### config.mk
export PLATFORM = sky130hd
export DESIGN_NAME = i2c_mem_target
export DESIGN_NICKNAME = d
export VERILOG_FILES = /design/src/rtl/i2c_tgt_pkg.sv /design/src/rtl/i2c_line_sync.sv /design/src/rtl/i2c_byte_store.sv /design/src/rtl/i2c_mem_target.sv
export SDC_FILE = /design/constraint.sdc
export NUM_CORES = 2
export LEC_CHECK = 0
export ABC_AREA = 1
export BUFFER_PORTS_ARGS = -buffer_cell sky130_fd_sc_hd__buf_2
export CAP_MARGIN = 0
export CORE_ASPECT_RATIO = 2
export CORE_MARGIN = 2
export CORE_UTILIZATION = 50
export CTS_BUF_LIST = sky130_fd_sc_hd__clkbuf_16
export CTS_CLUSTER_SIZE = 24
export DETAILED_ROUTE_END_ITERATION = 10
export PLACE_DENSITY = 0.65
export SYNTH_ARGS = -nofsm -noshare
export SYNTH_HDL_FRONTEND = slang
export SYNTH_SLANG_ARGS = --single-unit
### constraint.sdc
create_clock -name clk -period 9.4 [get_ports clk]
set_input_delay 0.94 -clock clk [delete_from_list [all_inputs] [get_ports clk]]
set_output_delay 0.94 -clock clk [all_outputs]
set_load 0.005 [all_outputs]
### src/rtl/i2c_tgt_pkg.sv
package i2c_tgt_pkg;
  typedef enum logic [2:0] {
    PH_IDLE,
    PH_DEV,
    PH_WADDR,
    PH_WDATA,
    PH_RDATA,
    PH_SKIP
  } phase_t;
endpackage

### src/rtl/i2c_line_sync.sv
module i2c_line_sync #(
  parameter int STAGES = 2
) (
  input  logic clk,
  input  logic rst_n,
  input  logic scl_i,
  input  logic sda_i,
  output logic scl_lvl,
  output logic sda_lvl,
  output logic scl_rise,
  output logic scl_fall,
  output logic start_det,
  output logic stop_det
);
  logic [STAGES-1:0] scl_sy, sda_sy;
  logic scl_d, sda_d;

  always_ff @(posedge clk or negedge rst_n) begin
    if (!rst_n) begin
      scl_sy <= '1;
      sda_sy <= '1;
      scl_d  <= 1'b1;
      sda_d  <= 1'b1;
    end else begin
      scl_sy <= {scl_sy[STAGES-2:0], scl_i};
      sda_sy <= {sda_sy[STAGES-2:0], sda_i};
      scl_d  <= scl_sy[STAGES-1];
      sda_d  <= sda_sy[STAGES-1];
    end
  end

  assign scl_lvl   = scl_sy[STAGES-1];
  assign sda_lvl   = sda_sy[STAGES-1];
  assign scl_rise  = scl_lvl & ~scl_d;
  assign scl_fall  = ~scl_lvl & scl_d;
  assign start_det = scl_lvl & scl_d & sda_d & ~sda_lvl;
  assign stop_det  = scl_lvl & scl_d & ~sda_d & sda_lvl;
endmodule

### src/rtl/i2c_byte_store.sv
module i2c_byte_store #(
  parameter int DEPTH = 256,
  parameter int AW    = 8
) (
  input  logic          clk,
  input  logic          we,
  input  logic [AW-1:0] waddr,
  input  logic [7:0]    wdata,
  input  logic [AW-1:0] raddr,
  output logic [7:0]    rdata
);
  logic [7:0] cells [DEPTH];

  always_ff @(posedge clk) begin
    if (we) cells[waddr] <= wdata;
  end

  assign rdata = cells[raddr];
endmodule

### src/rtl/i2c_mem_target.sv
module i2c_mem_target
  import i2c_tgt_pkg::*;
#(
  parameter logic [6:0] DEV_ADDR    = 7'h50,
  parameter int         ADDR_BYTES  = 2,
  parameter int         MEM_DEPTH   = 256,
  parameter int         SYNC_STAGES = 2
) (
  input  logic clk,
  input  logic rst_n,
  input  logic scl_i,
  input  logic sda_i,
  output logic sda_pull
);
  localparam int AW = (MEM_DEPTH > 1) ? $clog2(MEM_DEPTH) : 1;

  logic scl_lvl, sda_lvl, scl_rise, scl_fall, start_det, stop_det;

  i2c_line_sync #(.STAGES(SYNC_STAGES)) u_sync (
    .clk(clk), .rst_n(rst_n), .scl_i(scl_i), .sda_i(sda_i),
    .scl_lvl(scl_lvl), .sda_lvl(sda_lvl), .scl_rise(scl_rise),
    .scl_fall(scl_fall), .start_det(start_det), .stop_det(stop_det)
  );

  phase_t        phase;
  logic [3:0]    bit_cnt;
  logic          in_ack, rd_mode, nack_seen, abyte_idx;
  logic [7:0]    shreg, txsh, hi_byte;
  logic [AW-1:0] ptr;
  logic [7:0]    rdata;
  logic [15:0]   word_in;
  logic          mem_we, byte_end, last_abyte;

  assign byte_end   = scl_fall && !in_ack && (bit_cnt == 4'd8);
  assign mem_we     = byte_end && (phase == PH_WDATA);
  assign word_in    = (ADDR_BYTES == 2) ? {hi_byte, shreg} : {8'h00, shreg};
  assign last_abyte = (ADDR_BYTES == 1) || abyte_idx;

  i2c_byte_store #(.DEPTH(MEM_DEPTH), .AW(AW)) u_store (
    .clk(clk), .we(mem_we), .waddr(ptr), .wdata(shreg),
    .raddr(ptr), .rdata(rdata)
  );

  function automatic logic [AW-1:0] step(input logic [AW-1:0] p);
    if (32'(p) == MEM_DEPTH - 1) return '0;
    return p + 1'b1;
  endfunction

  always_ff @(posedge clk or negedge rst_n) begin
    if (!rst_n) begin
      phase     <= PH_IDLE;
      bit_cnt   <= '0;
      in_ack    <= 1'b0;
      rd_mode   <= 1'b0;
      nack_seen <= 1'b0;
      abyte_idx <= 1'b0;
      shreg     <= '0;
      txsh      <= '0;
      hi_byte   <= '0;
      ptr       <= '0;
      sda_pull  <= 1'b0;
    end else if (start_det) begin
      phase    <= PH_DEV;
      bit_cnt  <= '0;
      in_ack   <= 1'b0;
      sda_pull <= 1'b0;
    end else if (stop_det) begin
      phase    <= PH_IDLE;
      bit_cnt  <= '0;
      in_ack   <= 1'b0;
      sda_pull <= 1'b0;
    end else if (phase != PH_IDLE && phase != PH_SKIP) begin
      if (scl_rise) begin
        if (!in_ack && bit_cnt < 4'd8) begin
          shreg   <= {shreg[6:0], sda_lvl};
          bit_cnt <= bit_cnt + 1'b1;
        end else if (in_ack && phase == PH_RDATA) begin
          nack_seen <= sda_lvl;
        end
      end else if (byte_end) begin
        in_ack <= 1'b1;
        case (phase)
          PH_DEV: begin
            if (shreg[7:1] == DEV_ADDR) begin
              sda_pull <= 1'b1;
              rd_mode  <= shreg[0];
            end else begin
              phase <= PH_SKIP;
            end
          end
          PH_WADDR: begin
            sda_pull <= 1'b1;
            if (last_abyte) ptr <= AW'(32'(word_in) % MEM_DEPTH);
            else            hi_byte <= shreg;
          end
          PH_WDATA: begin
            sda_pull <= 1'b1;
            ptr      <= step(ptr);
          end
          default: sda_pull <= 1'b0;
        endcase
      end else if (scl_fall && in_ack) begin
        in_ack  <= 1'b0;
        bit_cnt <= '0;
        case (phase)
          PH_DEV: begin
            if (rd_mode) begin
              phase    <= PH_RDATA;
              txsh     <= rdata;
              sda_pull <= ~rdata[7];
              ptr      <= step(ptr);
            end else begin
              phase     <= PH_WADDR;
              abyte_idx <= 1'b0;
              sda_pull  <= 1'b0;
            end
          end
          PH_WADDR: begin
            sda_pull <= 1'b0;
            if (last_abyte) phase <= PH_WDATA;
            else            abyte_idx <= 1'b1;
          end
          PH_RDATA: begin
            if (nack_seen) begin
              phase    <= PH_SKIP;
              sda_pull <= 1'b0;
            end else begin
              txsh     <= rdata;
              sda_pull <= ~rdata[7];
              ptr      <= step(ptr);
            end
          end
          default: sda_pull <= 1'b0;
        endcase
      end else if (scl_fall && phase == PH_RDATA) begin
        txsh     <= txsh << 1;
        sda_pull <= ~txsh[6];
      end
    end
  end

  assert_pull_after_fall_R10: assert property (@(posedge clk) disable iff (!rst_n)
    (sda_pull != $past(sda_pull)) |-> $past(scl_fall));

  assert_skip_released_R4: assert property (@(posedge clk) disable iff (!rst_n)
    (phase == PH_SKIP) |-> !sda_pull);

  assert_stop_idle_R2: assert property (@(posedge clk) disable iff (!rst_n)
    stop_det |=> (!sda_pull && phase == PH_IDLE));

  assert_rx_bits_quiet_R3: assert property (@(posedge clk) disable iff (!rst_n)
    ((phase == PH_DEV || phase == PH_WADDR || phase == PH_WDATA) && !in_ack) |-> !sda_pull);

  assert_bitcnt_bound_R6: assert property (@(posedge clk) disable iff (!rst_n)
    bit_cnt <= 4'd8);
endmodule

Word level (Yosys, flattened, before mapping). Memory sizes are Yosys's and may differ from the RTL's. Index checks and enable logic that the tools add are counted.

Register bits: 41. Bits in latches: 0. Bits in writable memories: 2048. Bits in read-only memories: 0. Input port bits: 4. Logic and storage cells: 170. Memories: 1.

Add/subtract/negate cells: 2. Multipliers: 0. Divide/modulo/power cells: 0. $lt $le $gt $ge: 1. Eq/ne operators: 24. Shift operators: 0. Mux-type cells: 80. Bitwise operators: 18. Reductions and logical operators: 30.

Memory list: u_store.cells (words 256, bits a word 8, rd ports 1, clocked after Yosys merged registers in 0, write ports 1, line i2c_byte_store.sv:12) `logic [7:0] cells [DEPTH];`.

Operator list (number): 8-bit 2-to-1 mux (9); 1-bit 2-to-1 mux (42); 3-bit 2-to-1 mux (11); 8-bit one-hot mux with 2 select lines (2); 4-bit 2-to-1 mux (7); 7-bit 2-to-1 mux (4); 3-bit != test, second input constant (6); 8-bit AND reduction (2); 5-bit != test, second input constant (3); 7-bit one-hot mux with 2 select lines (1); 1-bit inverter (11); 10-bit AND reduction (1); 5-bit nonzero test (2); 3-bit one-hot mux with 3 select lines (1); 9-bit AND reduction (1); 3-bit nonzero test (3); 8-bit by 1-bit adder with 8-bit output, second input constant (1); 8-bit equality test, second input constant (1); 1-bit logical AND (8); 4-bit != test, second input constant (2); 4-bit AND reduction (2); 4-bit nonzero test (2); 1-bit bitwise AND (7); 7-bit equality test, second input constant (1); 19 further kinds (25).

Logic depth before layout (Yosys ltp).
Word-level depth: 15. Gate-level depth with buffers: 19. Mapped depth without buffers: 16.

Hierarchy. From an unflattened synthesis, not the netlist that was laid out.

Cell total of the unflattened synthesis: 7324. Area, all modules: 85726.0 µm².

By module, submodules not included: i2c_byte_store (instances 1, cells each 6995, area an instance 83236.1 µm², seq. area each 61499.0 µm²); i2c_mem_target (instances 1, cells each 312, area an instance 2290.9 µm², seq. area each 875.8 µm²); i2c_line_sync (instances 1, cells each 17, area an instance 198.9 µm², seq. area each 157.7 µm²).

Worst setup path before layout. No wires, ideal clock.

Path type: register -> register. From: register shreg[5]. To: register rd_mode. Setup time: 133 ps. Arrival time: 4434 ps. Data required time: 9267 ps. Setup slack: 4833 ps. Stages on the path, launching flop included: 8. Buffers on the path: 0. Period minus slack after synthesis: 4567 ps. Cell sequence: dfrtp_1 > inv_1 > nor4_1 > nand4_1 > nor2_1 > nand2_1 > mux2i_1 > inv_1.

Cells in the longest elaborated chain, start to end: 2.

Ends and longest elaborated chain: from (decl) (line i2c_mem_target.sv:28) `logic [7:0] shreg, txsh, hi_byte;`; from (signal assigned) (line i2c_mem_target.sv:75) `shreg <= {shreg[6:0], sda_lvl};`; 7-bit equality test (line i2c_mem_target.sv:84) `if (shreg[7:1] == DEV_ADDR) begin`; 7-bit AND reduction (no source line); to (signal assigned) (line i2c_mem_target.sv:86) `rd_mode <= shreg[0];`; to (decl) (line i2c_mem_target.sv:27) `logic in_ack, rd_mode, nack_seen, abyte_idx;`.

No other way between the ends. A chain may end at the register's enable or synchronous reset.

Worst setup path in the final report.
From: register ptr[0]. To: memory u_store.cells[42][6], enable pin.

RTL lines: from (decl) (line i2c_mem_target.sv:29) `logic [AW-1:0] ptr;`; from (signal assigned) (line i2c_mem_target.sv:93) `if (last_abyte) ptr <= AW'(32'(word_in) % MEM_DEPTH);`; from (signal assigned) (line i2c_mem_target.sv:98) `ptr <= step(ptr);`; from (signal assigned) (line i2c_mem_target.sv:111) `ptr <= step(ptr);`; to (decl) (line i2c_byte_store.sv:12).

No word-level cell before the write port.

==> reports/metrics.cfg <==
[cts]
clockBufferDepth = 4
cts.sinks = 2089
holdBufCountCts = 0
ctsRootBufferMaster = clkbuf_16
post_cts_buffers = 0
htreeDepth = 4
cts_tree = yes
cts_resized = 0
clk_pin_slew_ns = 0.07
clock_latency_ns = 0.83
numCtsBuffers = 176

[critical_path]
crit_buf_inv = 4
path_common_cell = nor2_1
cp_max_fo = 167
cp.depth = 8
cp_slowest_stage_delay_ns = 0.69
worstPathArrival_ns = 5.35
worstPathCellList = inv_8 -> buf_12 -> ha_1 -> inv_1 -> nor2_1 -> nand2_2 -> buf_4 -> nor2_1
cp-end-kind = flop
rr_worst_depth = 8
crit_family = buffers and inverters
cp_slowest_cell = nand2_2
crit_type = flop to flop
start_kind = flop
crit_required_ns = 9.81

[power]
power.density_nw_per_um2 = 233
ir_worst_vdd_mv = 0.174
leakage_nw = 32.1

[run]
drv_cap = 0

[cells_and_area]
final_cells = 9533
seqCellArea_sq_um = 62600
multi_input_area_sq_um = 19600
fin_nets = 7147
nFillCells = 14193
drive_above_1_share_pct = 4.91
syn_to_final_growth_pct = 8.54

[die]
initial_utilization_pct = 50.3
std_cell_rows = 213
io_pins = 5
die_area_sq_um = 173000
fp.coreArea_sq_um = 168000
die_h_microns = 586
chipWidth_microns = 295

[sta]
timing.fmax_mhz = 202
setup_tns_ns = 0
finalHoldViolations = 0
drv_slew = 0
min_period_ns = 4.94
worst_slew_pin_slew_ns = 1.41
relSlewSlack_pct = 6.31
finClkSkew_ns = 0.0537
grt_setup_unrepaired = false
whs_ns = 0.227
setup-violations-final = 0
min_period_over_period_pct = 52.6

[placement]
placed_cells = 9216
port-buffer-count = 4
gp_congestion = 1.00
place_hpwl_mm = 143

[logic_synthesis]
yosys-top-cells-count = edfxtp_1 (2048), nor2_1 (1759), nand2_1 (1304)
ys_ff_latch = 2089
async_flop_share_pct = 1.96
synth.area.top_cells = edfxtp_1 (73%), nor2_1 (7.8%), o21ai_0 (5.9%), nand2_1 (5.8%), o22ai_1 (1.5%)
netlist_area_sq_um = 84800
synth.most_common_cell = edfxtp_1
syn_nets = 7321
synth_ff_type = edfxtp_1
ys_warn_count = 0
syn-mean-instance-area_sq_um = 11.6
netlist.area_leader.share_pct = 72.5
yosysTopAreaCell = edfxtp_1
ys_types = 35
yosysSeqAreaShare_pct = 73.8
synth_enable_flop_cells = 2048
synthCells = 7311

[grt]
grt_max_degree = 212
grt_pass1_vias = 54969
track_usage_pct = 27.6
grt_pass1_wl_mm = 351
overflow = 0
antenna_found_initial = 4

[hold_path]
hp-class = primary input to flop
whs_path_depth = 1

[drt]
routedWlPerCell_microns = 25.2
num_vias = 55476
ant_nets = 0
first_pass_iters = 6
drc = 0
drt_wl_total_mm = 241
dr.first_iter.drc_count = 5768
viasPerCell = 5.82

[status]
run_status = finished clean

==> area by class of cell <==
cell class              instances  share of cell area, %
clock buffers                 181                   4.92
diodes                          6                 0.0163
repair buffers                 86                  0.840
clock inverters               130                   1.04
multi-input cells            4589                   21.3
inverters                     195                  0.814
flip-flops and latches       2089                   68.0
well taps                    2257                   3.07
==> path summary, 6_finish.rpt <==
check | start | to | slack [ns]
max | ptr[0]$_DFFE_PN0P_ | u_store.cells[42][6]$_DFFE_PP_ | 4.46
min in group asynchronous | rst_n | shreg[0]$_DFFE_PN0P_ | 0.33
min | sda_i | u_sync.sda_sy[0]$_DFF_PN1_ | 0.23
max reg2reg | ptr[0]$_DFFE_PN0P_ | u_store.cells[42][6]$_DFFE_PP_ | 4.46
max in group asynchronous | rst_n | ptr[0]$_DFFE_PN0P_ | 8.27
min reg2reg | u_sync.sda_sy[0]$_DFF_PN1_ | u_sync.sda_sy[1]$_DFF_PN1_ | 0.36
==> per-stage QoR <==
step | utilization [%] | power (mW) | setup WS (ns) | instance area [sq um]
after global placement | 51.4 | 14.4 | 4.60 | 86500
final | 54.6 | 21.5 | 4.46 | 92000
after detailed placement | 51.4 | 14.5 | 4.54 | 86500
after global routing | 54.6 | 22.1 | 4.34 | 92000
after CTS | 54.6 | 21.5 | 4.51 | 92000
after floorplan | - | 13.3 | 4.83 | 84800
==> layer usage <==
metal / GRT usage [%] / up-vias / part of all wire (%)
li1: - / 25036 / -
met1: 30.6 / 27478 / 34
met2: 48.5 / 2295 / 51
met3: 3.74 / 663 / 6.4
met4: 19.6 / 4 / 8.1
met5: 0 / - / 0.011
==> state kept, by name (all words and copies together), names as in the netlist <==
name           cells
shreg              8
u_sync.sda_d       1
ptr                8
phase              3
in_ack             1
abyte_idx          1
rd_mode            1
u_store.cells   2048
u_sync.scl_sy      2
sda_pull           1
nack_seen          1
txsh               7
u_sync.sda_sy      2
u_sync.scl_d       1
bit_cnt            4
==> report_power, final <==
part | switching, mW | internal [mW]
Clock | 3.27 | 3.90
Sequential | 0.223 | 10.8
Combinational | 2.58 | 0.708
Total | 6.08 | 15.4
==> cell usage in the layout, fill, tap and decap left out, types with 3 or more instances in the layout <==
cell type	count
clkbuf_16	181
nor3_1	3
diode_2	6
buf_4	71
o21ai_1	150
o21a_1	6
bufinv_16	15
o22ai_1	202
nor2_4	3
clkinv_2	30
nand2_2	12
nand2_1	1292
a21oi_1	21
clkinv_1	58
o211ai_1	3
dfrtp_1	25
edfxtp_1	2048
nor2_1	1756
buf_2	4
inv_1	210
dfrtp_4	10
buf_12	11
ha_1	6
clkinvlp_4	5
dfstp_2	6
nand4_1	36
o21ai_0	1002
nand3_1	81
==> worst register-to-register path: stages, from the launching register on <==
cell,delay [ns]
dfrtp_4,0.68
inv_8,0.64
buf_12,0.69
ha_1,0.39
inv_1,0.06
nor2_1,0.30
nand2_2,0.69
buf_4,0.49
nor2_1,0.61
==> logic make-up after synthesis <==
logic type / count (synthesis) / share of synthesized area (%)
and+or+nand+nor: 3187 / 14.4
DFF: 2089 / 73.8
AOI/OAI and AO/OA: 1392 / 8.57
buffers and inverters: 633 / 3.19
adders and majority gates: 6 / 0.0885
xor gates and xnor gates: 2 / 0.0207
muxes: 2 / 0.0251
No activity file was read; power rests on OpenSTA's default activity.
